===== src/rtl/uart_rx_pkg.sv =====
// Package: shared types for the oversampled serial receiver.
// Holds the frame configuration record and the framer state encoding.
package uart_rx_pkg;

    localparam int BYTE_W = 8;

    // Frame format as seen by the framer; must be stable during a frame.
    typedef struct packed {
        logic [1:0] len_code;   // 0:8, 1:7, 2:6, 3:5 data bits
        logic       par_on;
        logic       par_odd;
        logic       two_stop;
    } rx_cfg_t;

    typedef enum logic [2:0] {
        ST_IDLE,
        ST_START,
        ST_DATA,
        ST_PAR,
        ST_STOP1,
        ST_STOP2
    } rx_state_t;

endpackage


===== src/rtl/rx_line_sync.sv =====
// Module: rx_line_sync
// Brings the asynchronous serial input into the clock domain through a
// chain of flip-flops. Assumes the line idles high, so reset loads ones.
module rx_line_sync #(
    parameter int STAGES = 2
) (
    input  logic clk,
    input  logic rst_n,
    input  logic line_async,
    output logic line_sync
);

    logic [STAGES-1:0] chain;

    // Shift the raw input through the synchroniser chain.
    always_ff @(posedge clk) begin
        if (!rst_n) begin
            chain <= '1;
        end else begin
            chain <= {chain[STAGES-2:0], line_async};
        end
    end

    assign line_sync = chain[STAGES-1];

endmodule


===== src/rtl/rx_framer.sv =====
// Module: rx_framer
// Finds start bits, samples data, parity and stop bits at mid-bit, and
// emits one completed frame per push pulse. Assumes 'tick' pulses OVS
// times per bit and the configuration stays constant within a frame.
// A new frame needs a high-to-low transition seen on two ticks.
module rx_framer
    import uart_rx_pkg::*;
#(
    parameter int OVS = 16
) (
    input  logic              clk,
    input  logic              rst_n,
    input  logic              tick,
    input  logic              line,
    input  logic              enable,
    input  rx_cfg_t           cfg,
    output logic              push,
    output logic [BYTE_W-1:0] push_data,
    output logic              push_perr,
    output logic              push_ferr
);

    localparam int CNT_W = $clog2(OVS);
    localparam int IDX_W = $clog2(BYTE_W);
    localparam logic [CNT_W-1:0] FULL_CNT = CNT_W'(OVS - 1);
    localparam logic [CNT_W-1:0] HALF_CNT = CNT_W'(OVS / 2 - 1);

    rx_state_t         state;
    logic [CNT_W-1:0]  cnt;
    logic [IDX_W-1:0]  idx;
    logic [IDX_W-1:0]  last_idx;
    logic [BYTE_W-1:0] shreg;
    logic              line_q;
    logic              perr_q;
    logic              ferr_q;
    logic              exp_par;

    // Index of the final data bit for the configured length.
    assign last_idx = IDX_W'(BYTE_W - 1) - IDX_W'(cfg.len_code);

    // Parity bit value that the received data calls for.
    assign exp_par = (^shreg) ^ cfg.par_odd;

    // Frame sequencer: walks start, data, parity and stop phases.
    always_ff @(posedge clk) begin
        if (!rst_n) begin
            state     <= ST_IDLE;
            cnt       <= '0;
            idx       <= '0;
            shreg     <= '0;
            line_q    <= 1'b1;
            perr_q    <= 1'b0;
            ferr_q    <= 1'b0;
            push      <= 1'b0;
            push_data <= '0;
            push_perr <= 1'b0;
            push_ferr <= 1'b0;
        end else begin
            push <= 1'b0;
            if (!enable) begin
                state  <= ST_IDLE;
                cnt    <= '0;
                line_q <= 1'b1;
            end else if (tick) begin
                line_q <= line;
                case (state)
                    ST_IDLE: begin
                        if (line_q && !line) begin
                            state <= ST_START;
                            cnt   <= '0;
                        end
                    end
                    ST_START: begin
                        if (cnt == HALF_CNT) begin
                            cnt <= '0;
                            if (!line) begin
                                state  <= ST_DATA;
                                idx    <= '0;
                                shreg  <= '0;
                                perr_q <= 1'b0;
                                ferr_q <= 1'b0;
                            end else begin
                                state <= ST_IDLE;
                            end
                        end else begin
                            cnt <= cnt + 1'b1;
                        end
                    end
                    ST_DATA: begin
                        if (cnt == FULL_CNT) begin
                            cnt        <= '0;
                            shreg[idx] <= line;
                            if (idx == last_idx) begin
                                state <= cfg.par_on ? ST_PAR : ST_STOP1;
                            end else begin
                                idx <= idx + 1'b1;
                            end
                        end else begin
                            cnt <= cnt + 1'b1;
                        end
                    end
                    ST_PAR: begin
                        if (cnt == FULL_CNT) begin
                            cnt    <= '0;
                            perr_q <= (line != exp_par);
                            state  <= ST_STOP1;
                        end else begin
                            cnt <= cnt + 1'b1;
                        end
                    end
                    ST_STOP1: begin
                        if (cnt == FULL_CNT) begin
                            cnt <= '0;
                            if (cfg.two_stop) begin
                                ferr_q <= !line;
                                state  <= ST_STOP2;
                            end else begin
                                push      <= 1'b1;
                                push_data <= shreg;
                                push_perr <= perr_q;
                                push_ferr <= !line;
                                state     <= ST_IDLE;
                            end
                        end else begin
                            cnt <= cnt + 1'b1;
                        end
                    end
                    ST_STOP2: begin
                        if (cnt == FULL_CNT) begin
                            cnt       <= '0;
                            push      <= 1'b1;
                            push_data <= shreg;
                            push_perr <= perr_q;
                            push_ferr <= ferr_q | !line;
                            state     <= ST_IDLE;
                        end else begin
                            cnt <= cnt + 1'b1;
                        end
                    end
                    default: state <= ST_IDLE;
                endcase
            end
        end
    end

endmodule


===== src/rtl/rx_fifo.sv =====
// Module: rx_fifo
// Show-ahead byte FIFO: rd_data always presents the oldest entry.
// Pushes into a full FIFO and pops from an empty one are ignored.
// A flush empties it on the next edge and also blocks that cycle's push.
module rx_fifo #(
    parameter int DEPTH = 16,
    parameter int WIDTH = 8,
    localparam int AW    = $clog2(DEPTH),
    localparam int LVL_W = AW + 1
) (
    input  logic             clk,
    input  logic             rst_n,
    input  logic             flush,
    input  logic             wr,
    input  logic [WIDTH-1:0] wr_data,
    input  logic             rd,
    output logic [WIDTH-1:0] rd_data,
    output logic             empty,
    output logic             full,
    output logic [LVL_W-1:0] level
);

    logic [WIDTH-1:0] mem [DEPTH];
    logic [LVL_W-1:0] wr_ptr;
    logic [LVL_W-1:0] rd_ptr;
    logic             do_wr;
    logic             do_rd;

    // Status from the pointer pair: equal pointers mean empty.
    assign empty = (wr_ptr == rd_ptr);
    assign full  = (wr_ptr[AW-1:0] == rd_ptr[AW-1:0]) &&
                   (wr_ptr[AW] != rd_ptr[AW]);
    assign level = wr_ptr - rd_ptr;

    assign do_wr = wr && !full && !flush;
    assign do_rd = rd && !empty && !flush;

    assign rd_data = mem[rd_ptr[AW-1:0]];

    // Storage write port; contents need no reset.
    always_ff @(posedge clk) begin
        if (do_wr) begin
            mem[wr_ptr[AW-1:0]] <= wr_data;
        end
    end

    // Pointer update with flush taking priority.
    always_ff @(posedge clk) begin
        if (!rst_n || flush) begin
            wr_ptr <= '0;
            rd_ptr <= '0;
        end else begin
            if (do_wr) wr_ptr <= wr_ptr + 1'b1;
            if (do_rd) rd_ptr <= rd_ptr + 1'b1;
        end
    end

endmodule


===== src/rtl/uart_rx_sticky.sv =====
// Module: uart_rx_sticky
// Top level of the oversampled serial receiver. Connects the synchroniser,
// the framer and the receive FIFO. Holds the sticky parity, frame and
// overrun flags and drives the level-threshold interrupt. Assumes
// tick_16x comes from an external baud generator.
module uart_rx_sticky
    import uart_rx_pkg::*;
#(
    parameter int DEPTH    = 16,
    parameter int OVS      = 16,
    parameter int LEVEL_W  = 8,
    parameter int SYNC_STG = 2
) (
    input  logic               clk,
    input  logic               rst_n,
    input  logic               rx_line,
    input  logic               tick_16x,
    input  logic               rx_enable,
    input  logic               rx_flush,
    input  logic               err_clear,
    input  logic [1:0]         data_len,
    input  logic               parity_on,
    input  logic               parity_odd,
    input  logic               two_stop,
    input  logic [LEVEL_W-1:0] irq_level,
    input  logic               irq_enable,
    input  logic               rd_en,
    output logic [BYTE_W-1:0]  rd_data,
    output logic               rx_empty,
    output logic               parity_err,
    output logic               frame_err,
    output logic               overrun_err,
    output logic               irq
);

    localparam int LVL_W = $clog2(DEPTH) + 1;

    logic              line_s;
    rx_cfg_t           cfg;
    logic              f_push;
    logic [BYTE_W-1:0] f_data;
    logic              f_perr;
    logic              f_ferr;
    logic              fifo_full;
    logic [LVL_W-1:0]  fifo_level;

    assign cfg = '{len_code: data_len, par_on: parity_on,
                   par_odd: parity_odd, two_stop: two_stop};

    rx_line_sync #(.STAGES(SYNC_STG)) u_sync (
        .clk        (clk),
        .rst_n      (rst_n),
        .line_async (rx_line),
        .line_sync  (line_s)
    );

    rx_framer #(.OVS(OVS)) u_framer (
        .clk       (clk),
        .rst_n     (rst_n),
        .tick      (tick_16x),
        .line      (line_s),
        .enable    (rx_enable),
        .cfg       (cfg),
        .push      (f_push),
        .push_data (f_data),
        .push_perr (f_perr),
        .push_ferr (f_ferr)
    );

    rx_fifo #(.DEPTH(DEPTH), .WIDTH(BYTE_W)) u_fifo (
        .clk     (clk),
        .rst_n   (rst_n),
        .flush   (rx_flush),
        .wr      (f_push),
        .wr_data (f_data),
        .rd      (rd_en),
        .rd_data (rd_data),
        .empty   (rx_empty),
        .full    (fifo_full),
        .level   (fifo_level)
    );

    // Sticky error flags: set by frame events, cleared while err_clear is high.
    always_ff @(posedge clk) begin
        if (!rst_n || err_clear) begin
            parity_err  <= 1'b0;
            frame_err   <= 1'b0;
            overrun_err <= 1'b0;
        end else if (f_push) begin
            if (f_perr)                 parity_err  <= 1'b1;
            if (f_ferr)                 frame_err   <= 1'b1;
            if (fifo_full && !rx_flush) overrun_err <= 1'b1;
        end
    end

    // Level-threshold interrupt from the FIFO fill level.
    always_comb begin
        irq = irq_enable && !rx_empty &&
              (LEVEL_W'(fifo_level) >= irq_level);
    end

endmodule


===== config.mk =====
export PLATFORM = sky130hd
export DESIGN_NAME = uart_rx_sticky
export DESIGN_NICKNAME = d
export VERILOG_FILES = /design/src/rtl/uart_rx_pkg.sv /design/src/rtl/rx_line_sync.sv /design/src/rtl/rx_framer.sv /design/src/rtl/rx_fifo.sv /design/src/rtl/uart_rx_sticky.sv
export SDC_FILE = /design/constraint.sdc
export NUM_CORES = 1
export LEC_CHECK = 0
export ABC_AREA = 1
export BUFFER_PORTS_ARGS = -buffer_cell sky130_fd_sc_hd__buf_2
export CAP_MARGIN = 20
export CORE_MARGIN = 10
export CORE_UTILIZATION = 55
export CTS_CLUSTER_SIZE = 30
export DETAILED_ROUTE_END_ITERATION = 6
export MAX_ROUTING_LAYER = met4
export PLACE_DENSITY = 0.7
export SYNTH_ARGS = -nofsm -noshare
export SYNTH_HDL_FRONTEND = slang
export SYNTH_SLANG_ARGS = --single-unit

===== constraint.sdc =====
create_clock -name clk -period 5.4 [get_ports clk]
set_clock_uncertainty 0.05 [all_clocks]
set_input_delay 1.08 -clock clk [delete_from_list [all_inputs] [get_ports clk]]
set_output_delay 1.08 -clock clk [all_outputs]
set_load 0.005 [all_outputs]

; Word-level counts from Yosys, hierarchy flattened
; Memory sizes are Yosys's and may differ from the RTL's. A register that Yosys moved wholly into a read port is not among the register bits.
; Cells that the tools add are included.
[classes]
add_sub_neg = 6
order_cmp = 3
n_eq_ne = 23
mux = 54
bitwise = 2
n_reduce_logical = 37
[ops]
columns = operator, count
row1 = $mux 8, 6
row2 = $mux 3, 13
row3 = $pmux 8 s2, 2
row4 = $mux 4, 5
row5 = $pmux 3 s6, 1
row6 = $reduce_and 6->1, 3
row7 = $mux 1, 17
row8 = $ne 2x1->1 const B, 7
row9 = $reduce_and 7->1, 2
row10 = $pmux 4 s3, 1
row11 = $add 5x1->5 const B, 2
row12 = $logic_and 1x1->1, 10
row13 = $pmux 1 s2, 5
row14 = $bwmux 8, 1
row15 = $ge 5x8->1, 1
row16 = $ne 2x2->1 const B, 4
row17 = $reduce_and 2->1, 4
row18 = $reduce_and 8->1, 1
row19 = $reduce_bool 2->1, 4
row20 = $reduce_xor 8->1, 1
row21 = $eq 3x2->1 const B, 2
row22 = $eq 3x3->1 const B, 2
row23 = $pmux 3 s2, 1
row24 = $reduce_and 3->1, 2
row25 = other kinds (22), 28
[word_totals]
regBits = 47
ram_bits = 128
in_bits = 22
output_inout_bits = 13
elab_cells = 143
mem_count = 1
[mem_list]
columns = memory, depth, word_bits, rd, rd_clocked_by_memory_dff, write_ports, line_no
row1 = u_fifo.mem, 16, 8, 1, 1, 1, rx_fifo.sv:23  ; logic [WIDTH-1:0] mem [DEPTH];

; Longest topological paths before layout
; Gate-level depths: netlist of run 1.
[logic_depth]
ltp_word = 7
mapped_depth = 14
depth_no_buf = 14

; Cells and area by module
; Synthesis of run 1 repeated with hierarchy kept, for this count alone.
[unflattened]
hier_cells = 991
hier_area_um2 = 8702.1
[by_module_without_submodules]
columns = mod, n_inst, cells_each, area_each_um2, seq_area_each_um2
row1 = rx_fifo, 1, 650, 6376.1, 4124.0
row2 = rx_framer, 1, 288, 1980.6, 640.6
row3 = uart_rx_sticky, 1, 47, 290.3, 60.1
row4 = rx_line_sync, 1, 6, 55.1, 40.0

; Worst setup path after synthesis of run 1
; OpenSTA, ideal clock, no wires.
[synth_path]
path_kind = flip-flop to output port
from = register u_fifo.wr_ptr[0]
to = output irq
arrival_time_ns = 2.161
required_time_ns = 4.270
path_slack_ns = 2.109
path_stages_with_launch = 15
n_path_buf = 0
cell_sequence = dfxtp_1 -> inv_1 -> ha_1 -> inv_1 -> fa_1 -> nand3_1 -> nand2_1 -> xor2_1 -> ha_1 -> nand2_1 -> nor3_1 -> nand4_1 -> o311ai_0 -> nand3_1 -> inv_1
[synth_via]
elab_chain_len = 4
word_cells_on_any_way = 6
cone_classes = add/sub: 1 / order compare: 1 / eq/ne: 1 / reduce/logical: 3
[synth_rtl]
columns = item, line_no
row1 = from (decl), rx_fifo.sv:24  ; logic [LVL_W-1:0] wr_ptr;
row2 = from (signal assigned), rx_fifo.sv:53  ; if (do_wr) wr_ptr <= wr_ptr + 1'b1;
row3 = branches (longest 3 deep; another with $ge 5x8->1), -
row4 = $logic_and 1x1->1 (*), uart_rx_sticky.sv:98  ; irq = irq_enable && !rx_empty &&
row5 = to (decl), uart_rx_sticky.sv:33  ; output logic irq
; Mark *: on every way between the ends.

; Worst setup path after layout of run 1
; Same ends and word-level chain as after synthesis.

==> flow_summary_export.csv, run 1 <==
group,metric,value,unit
global_route,antenna_found_initial,0,
worst_setup_path,cp_common_cell,"inv_1",
die,dieArea,19840,µm²
clock_network,cts_buffers,17,
synthesis,synth_ff_type,"edfxtp_1",
worst_setup_path,slowest_delay,0.46,ns
global_route,grt_pass1_vias,5234,
final_layout,layout-drive-gt1-share,12.88,%
synthesis,synth_area_leaders,"edfxtp_1 48%, dfxtp_1 13%, a21oi_1 4.5%, nand2_1 4.3%, mux2i_1 4.0%",
worst_setup_path,r2r_setup_slack,2.82,ns
synthesis,syn_nets,800,
drt,wl_per_cell,16.74,µm
drt,viasPerCell,5.606,
worst_setup_path,cpMaxStageDelayCell,"fa_1",
placement,port_buffers,34,
clock_network,clkSlewWorstSetupHoldPaths,0.06,ns
pwr,p_total,2.698,mW
drt,via_count,5516,
timing,whs,0.3798,ns
synthesis,netlist_area,8033,µm²
timing,finalMaxSlewViolations,0,
synthesis,synth_cells,761,
die,ioPinCount,35,
timing,fin_crit_sh,76.85,%
worst_setup_path,cp_data_arrival_time,3.02,ns
die,core-area,14420,µm²
timing,relSlewSlack,33.05,%
global_route,track_usage,17.12,%
worst_setup_path,critPathKind,"reg -> out",
synthesis,synth_area_leader_cell,"edfxtp_1",
placement,gp_congestion,0.8467,
worst_setup_path,cp_top_family,"adder cells",
die,fp.dieW,140.9,µm
drt,drt_iter0_markers,374,
timing,worst_slew_pin_slew,1.003,ns
final_layout,diodes,0,
timing,max_freq,241.0,MHz
final_layout,final_cell_mix,"128 x edfxtp_1, 92 x nand2_1, 85 x inv_1",
pwr,power_density,302.5,nW/µm²
clock_network,cts_buffer_depth,2,
timing,hold_violations,0,
final_layout,syn_to_final_growth,11.01,%
worst_setup_path,endpoint_kind,"output pin",
clock_network,cts_resized,0,
worst_setup_path,cp-start-kind,"register",
synthesis,ys_seq_area_share,60.56,%
worst_setup_path,cp_num_buf_inv,4,
worst_setup_path,crit_path_cell_trace,"inv_1, ha_1, inv_1, fa_1, nand3_1, nand2_1, xor2_1, ha_1, nand2_1, nor3_1, nand4_1, o311ai_0, nand3_1, inv_1, buf_2",
final_layout,layout_commonest_cell,"edfxtp_1",
worst_setup_path,path_max_fanout,4,
drt,postRouteAntennaNets,0,
global_route,grt-ovfl-total,0,
die,start_util,55.69,%
clock_network,cts_setup_buffers,0,
worst_hold_path,hold_end,"u_sync.chain[1]",
worst_setup_path,ff2ff_path_depth,7,
placement,place_hpwl,11.05,mm
timing,rsz0062_at_grt,"no",
worst_setup_path,rr_startpoint,"u_fifo.rd_ptr[2]",
final_layout,nets,826,
worst_setup_path,cp.depth,15,
clock_network,holdBufCountCts,0,
worst_hold_path,hold_path_depth,1,
clock_network,htreeDepth,4,
synthesis,synthArstFlopShare,0,%
global_route,grt_pass1_wl,26.40,mm
drt,drc,0,
worst_setup_path,worstPathRequired,4.27,ns
synthesis,avgSynthCellArea,10.56,µm²
pwr,leakage,3.320,nW
synthesis,synth.distinct_cells,40,
worst_hold_path,hp-start,"u_sync.chain[0]",
clock_network,clk_latency,0.43,ns
global_route,grt_start_max_net_pins,97,
synthesis,netlist.area_leader.share,47.85,%
die,rows,44,
worst_hold_path,hold_path.class,"reg -> reg",
timing,post-route-min-period,4.150,ns
die,fp.dieH,140.9,µm
synthesis,synth_edf_count,128,
clock_network,cts_tree,"done",
synthesis,ys_seq_elements,179,
run_status,status,"finished, final reports clean",
synthesis,ys.warnings.count,0,
drt,first_pass_iters,5,
pwr,ir_drop,0.2187,mV
timing,fin_tns_setup,0,ns
timing,final-setup-viol-count,0,
clock_network,clock_sinks,179,
job,max_cap_violations,0,
clock_network,cts-root-buf,"clkbuf_16",
drt,routed_wl,16.48,mm
worst_setup_path,timing.rr.end,"u_fifo.mem[6][1]",
[sequential cells by signal (all words and copies together) (netlist names), named ones only]
signal,count
u_fifo.mem,128
u_framer.push_data,8
u_framer.shreg,8
u_fifo.rd_ptr,5
u_fifo.wr_ptr,5
u_framer.cnt,4
u_framer.idx,3
u_framer.state,3
u_sync.chain,2
frame_err,1
overrun_err,1
parity_err,1
u_framer.ferr_q,1
u_framer.line_q,1
u_framer.perr_q,1
u_framer.push,1
u_framer.push_ferr,1
u_framer.push_perr,1
[kinds of logic after synthesis]
logic type	synth area share, %
xor+xnor	1.293
simple gates	12.91
fa+ha+maj	2.741
buf+inv	6.449
flops	60.56
compound gates	12.06
mux	3.988
[where the power goes]
part	switching (mW)	internal (mW)
sequential	0.00142	1.45
combinational	0.0223	0.0132
clock	0.524	0.684
total	0.548	2.15
[final cells by class]
class / instances / area (µm²)
Clock buffer: 17 / 425.4
Multi-Input combinational cell: 457 / 2650
Tap cell: 184 / 230.2
Clock inverter: 15 / 157.7
Inverter: 95 / 369.1
Fill cell: 1179 / 5507
Sequential cell: 179 / 4868
Timing Repair Buffer: 37 / 216.5
[per-layer routing]
| layer | GRT usage, % | vias to the layer above | part of all wire [%] |
|---|---|---|---|
| met3 | 3.594 | 23 | 5.1 |
| li1 | - | 2703 | - |
| met1 | 21.72 | 2632 | 46 |
| met5 | - | - | 0 |
| met2 | 26.70 | 158 | 48 |
| met4 | 6.087 | 0 | 1.5 |
[worst max-delay path by stage]
stage	start	to	slack, ns
2_1_floorplan	u_fifo.wr_ptr[0]	irq	2.11
3_3_place_gp	u_fifo.wr_ptr[0]	irq	1.91
3_5_place_dp	u_fifo.wr_ptr[0]	irq	1.73
4_1_cts	u_fifo.wr_ptr[0]	irq	1.25
5_1_grt	u_fifo.wr_ptr[0]	irq	1.10
6_report	u_fifo.wr_ptr[0]	irq	1.25
[per-stage QoR]
step	setup WS, ns	std cells	cell area, µm²	utilization [%]
6_report	1.250	984	8917	61.82
5_1_grt	1.100	984	8917	61.82
4_1_cts	1.247	982	8879	61.55
3_5_place_dp	1.733	950	8295	57.51
3_3_place_gp	1.910	950	8295	57.51
2_1_floorplan	2.109	761	8033	-
[cells in the mapped netlist (2+ instances only)]
library cell / instances
nand4_1: 3
mux2i_1: 32
inv_2: 9
a21oi_1: 73
nor2_2: 7
clkbuf_1: 14
o21ai_1: 3
nand3_1: 45
ha_1: 16
o21ai_0: 55
xnor2_1: 2
dfxtp_1: 51
nor3_1: 14
buf_4: 5
inv_1: 85
nor2_1: 50
buf_1: 2
o211ai_1: 34
or2_2: 3
nand3_2: 2
nor2_4: 2
xor2_1: 8
a211oi_1: 3
edfxtp_1: 128
buf_2: 8
a21oi_2: 2
nand2_1: 92
No activity file was read; power rests on OpenSTA's default activity.
==> run 2: changes to the inputs <==
--- a/config.mk
+++ b/config.mk
@@ -13,7 +13,7 @@
 export CTS_CLUSTER_SIZE = 30
 export DETAILED_ROUTE_END_ITERATION = 6
 export MAX_ROUTING_LAYER = met4
-export PLACE_DENSITY = 0.7
+export PLACE_DENSITY = 0.73
 export SYNTH_ARGS = -nofsm -noshare
 export SYNTH_HDL_FRONTEND = slang
 export SYNTH_SLANG_ARGS = --single-unit
==> constraint.sdc (replaced) <==
create_clock -name clk -period 3.6 [get_ports clk]
set_clock_uncertainty 0.05 [all_clocks]
set_input_delay 0.72 -clock clk [delete_from_list [all_inputs] [get_ports clk]]
set_output_delay 0.72 -clock clk [all_outputs]
set_load 0.005 [all_outputs]
==> flow_summary_export.csv, run 2 (synthesis gave the netlist of run 1 again) <==
group,metric,value,unit
run_status,status,"finished, final reports clean",
clock_network,cts-root-buf,"clkbuf_16",
placement,place_area,8333,µm²
placement,gp_congestion,0.8565,
drt,postRouteAntennaNets,0,
drt,viasPerCell,5.632,
final_layout,final_cell_mix,"128 x edfxtp_1, 92 x nand2_1, 83 x inv_1",
timing,finalMaxSlewViolations,0,
final_layout,instances_no_fill,991,
global_route,grt-ovfl-total,0,
clock_network,cts_tree,"done",
final_layout,postLayoutCellArea,8976,µm²
clock_network,cts_buffer_depth,2,
worst_hold_path,hp-start,"u_sync.chain[0]",
final_layout,diodes,0,
clock_network,cts_buffers,17,
die,ioPinCount,35,
drt,drt_iter0_markers,436,
timing,worst_slew_pin_slew,1.031,ns
final_layout,nets,833,
final_layout,fillers,1125,
timing,hold_violations,0,
clock_network,clkSlewWorstSetupHoldPaths,0.06,ns
final_layout,largest_reg_flops,128,
worst_setup_path,cp-start-kind,"register",
global_route,antenna_found_initial,0,
global_route,grt_pass1_wl,27.41,mm
global_route,grt_start_max_net_pins,47,
worst_hold_path,hold_path.class,"reg -> reg",
die,fp.dieH,140.9,µm
die,core-area,14420,µm²
job,max_cap_violations,0,
clock_network,clock_sinks,179,
die,start_util,55.69,%
pwr,leakage,3.365,nW
clock_network,htreeDepth,4,
drt,via_count,5581,
pwr,power_density,444.4,nW/µm²
timing,post-route-min-period,3.452,ns
timing,fin_tns_setup,0,ns
worst_setup_path,worstPathRequired,2.83,ns
global_route,grt_pass1_vias,5523,
final_layout,layout_commonest_cell,"edfxtp_1",
final_layout,layout-drive-gt1-share,14.13,%
die,rows,44,
drt,first_pass_iters,5,
drt,routed_wl,16.86,mm
global_route,track_usage,17.68,%
timing,max_freq,289.7,MHz
worst_setup_path,rr_startpoint,"u_fifo.rd_ptr[3]",
final_layout,seqCellArea,4873,µm²
worst_setup_path,endpoint_kind,"output pin",
timing,fin_crit_sh,95.90,%
final_layout,syn_to_final_growth,11.74,%
placement,place_hpwl,11.27,mm
placement,port_buffers,34,
placement,dp.cells,955,
die,dieArea,19840,µm²
pwr,ir_drop,0.3247,mV
final_layout,multi_input_area,2694,µm²
worst_setup_path,ff2ff_path_depth,7,
drt,wl_per_cell,17.01,µm
worst_setup_path,cp_data_arrival_time,2.68,ns
die,fp.dieW,140.9,µm
worst_setup_path,timing.rr.end,"u_fifo.mem[5][3]",
drt,drc,0,
worst_setup_path,critPathKind,"reg -> out",
clock_network,clk_latency,0.42,ns
worst_setup_path,r2r_setup_slack,1.08,ns
worst_hold_path,hold_end,"u_sync.chain[1]",
worst_setup_path,path_max_fanout,3,
timing,final-setup-viol-count,0,
worst_hold_path,hold_path_depth,1,
timing,relSlewSlack,31.22,%
[run 2: critical path: stages, from the launching register on]
cell	delay, ns
dfxtp_4	0.35
inv_4	0.07
ha_4	0.12
inv_2	0.04
fa_2	0.35
nand3_1	0.08
nand2_1	0.07
xor2_1	0.14
ha_1	0.30
nand2_1	0.06
nor3_2	0.20
nand4_1	0.13
o311ai_2	0.10
nand3_1	0.10
inv_1	0.06
buf_2	0.10
[run 2: report_power, final]
| part | internal (mW) | switching [mW] |
|---|---|---|
| combinational | 0.0208 | 0.0348 |
| sequential | 2.18 | 0.00191 |
| clock | 1.03 | 0.718 |
[run 2: through the flow]
step | hold WS [ns] | setup WS [ns] | util (%) | total power, mW
2_1_floorplan | 0.3425 | 0.6690 | - | 2.258
3_3_place_gp | 0.3466 | 0.4740 | 57.77 | 2.278
3_5_place_dp | 0.3524 | 0.3694 | 57.77 | 2.281
4_1_cts | 0.3669 | 0.01750 | 61.70 | 4.009
5_1_grt | 0.3929 | -0.006779 | 62.23 | 4.100
6_report | 0.3647 | 0.1476 | 62.23 | 3.989
[run 2: layer usage]
| layer | up-vias | part of all wire (%) | global-route usage [%] | wire length (µm) |
|---|---|---|---|---|
| met5 | - | 0 | - | 0 |
| met4 | 0 | 1.9 | 6.957 | 317 |
| met3 | 25 | 6.3 | 3.695 | 1057 |
| li1 | 2716 | - | - | - |
| met2 | 211 | 47 | 27.44 | 7973 |
| met1 | 2629 | 45 | 22.30 | 7511 |
[run 2: what timing repair did]
item / 4_1_cts / 5_1_grt
pin swaps: 0 / 6
gates resized for setup: 2 / 12
setup buffers: 0 / 4
endpoints found under the setup margin: 1 / 1
hold buffers: 0 / 0
[run 2: how the worst max path moves through the flow]
stage                           startpoint  end  slack (ns)  cells after the start
after floorplan           u_fifo.wr_ptr[0]  irq        0.67                     14
after global placement    u_fifo.wr_ptr[0]  irq        0.47                     15
after detailed placement  u_fifo.wr_ptr[0]  irq        0.37                     15
after CTS                 u_fifo.wr_ptr[0]  irq        0.02                     15
after global routing      u_fifo.rd_ptr[0]  irq      -0.007                     14
final                     u_fifo.wr_ptr[0]  irq        0.15                     15
[run 2: final cells by class]
class,instances,share of cell area (%)
Clock inverter,7,0.6273
Clock buffer,25,5.631
Sequential cell,179,54.29
Timing Repair Buffer,44,2.732
Inverter,95,4.140
Multi-Input combinational cell,457,30.01
Tap cell,184,2.565
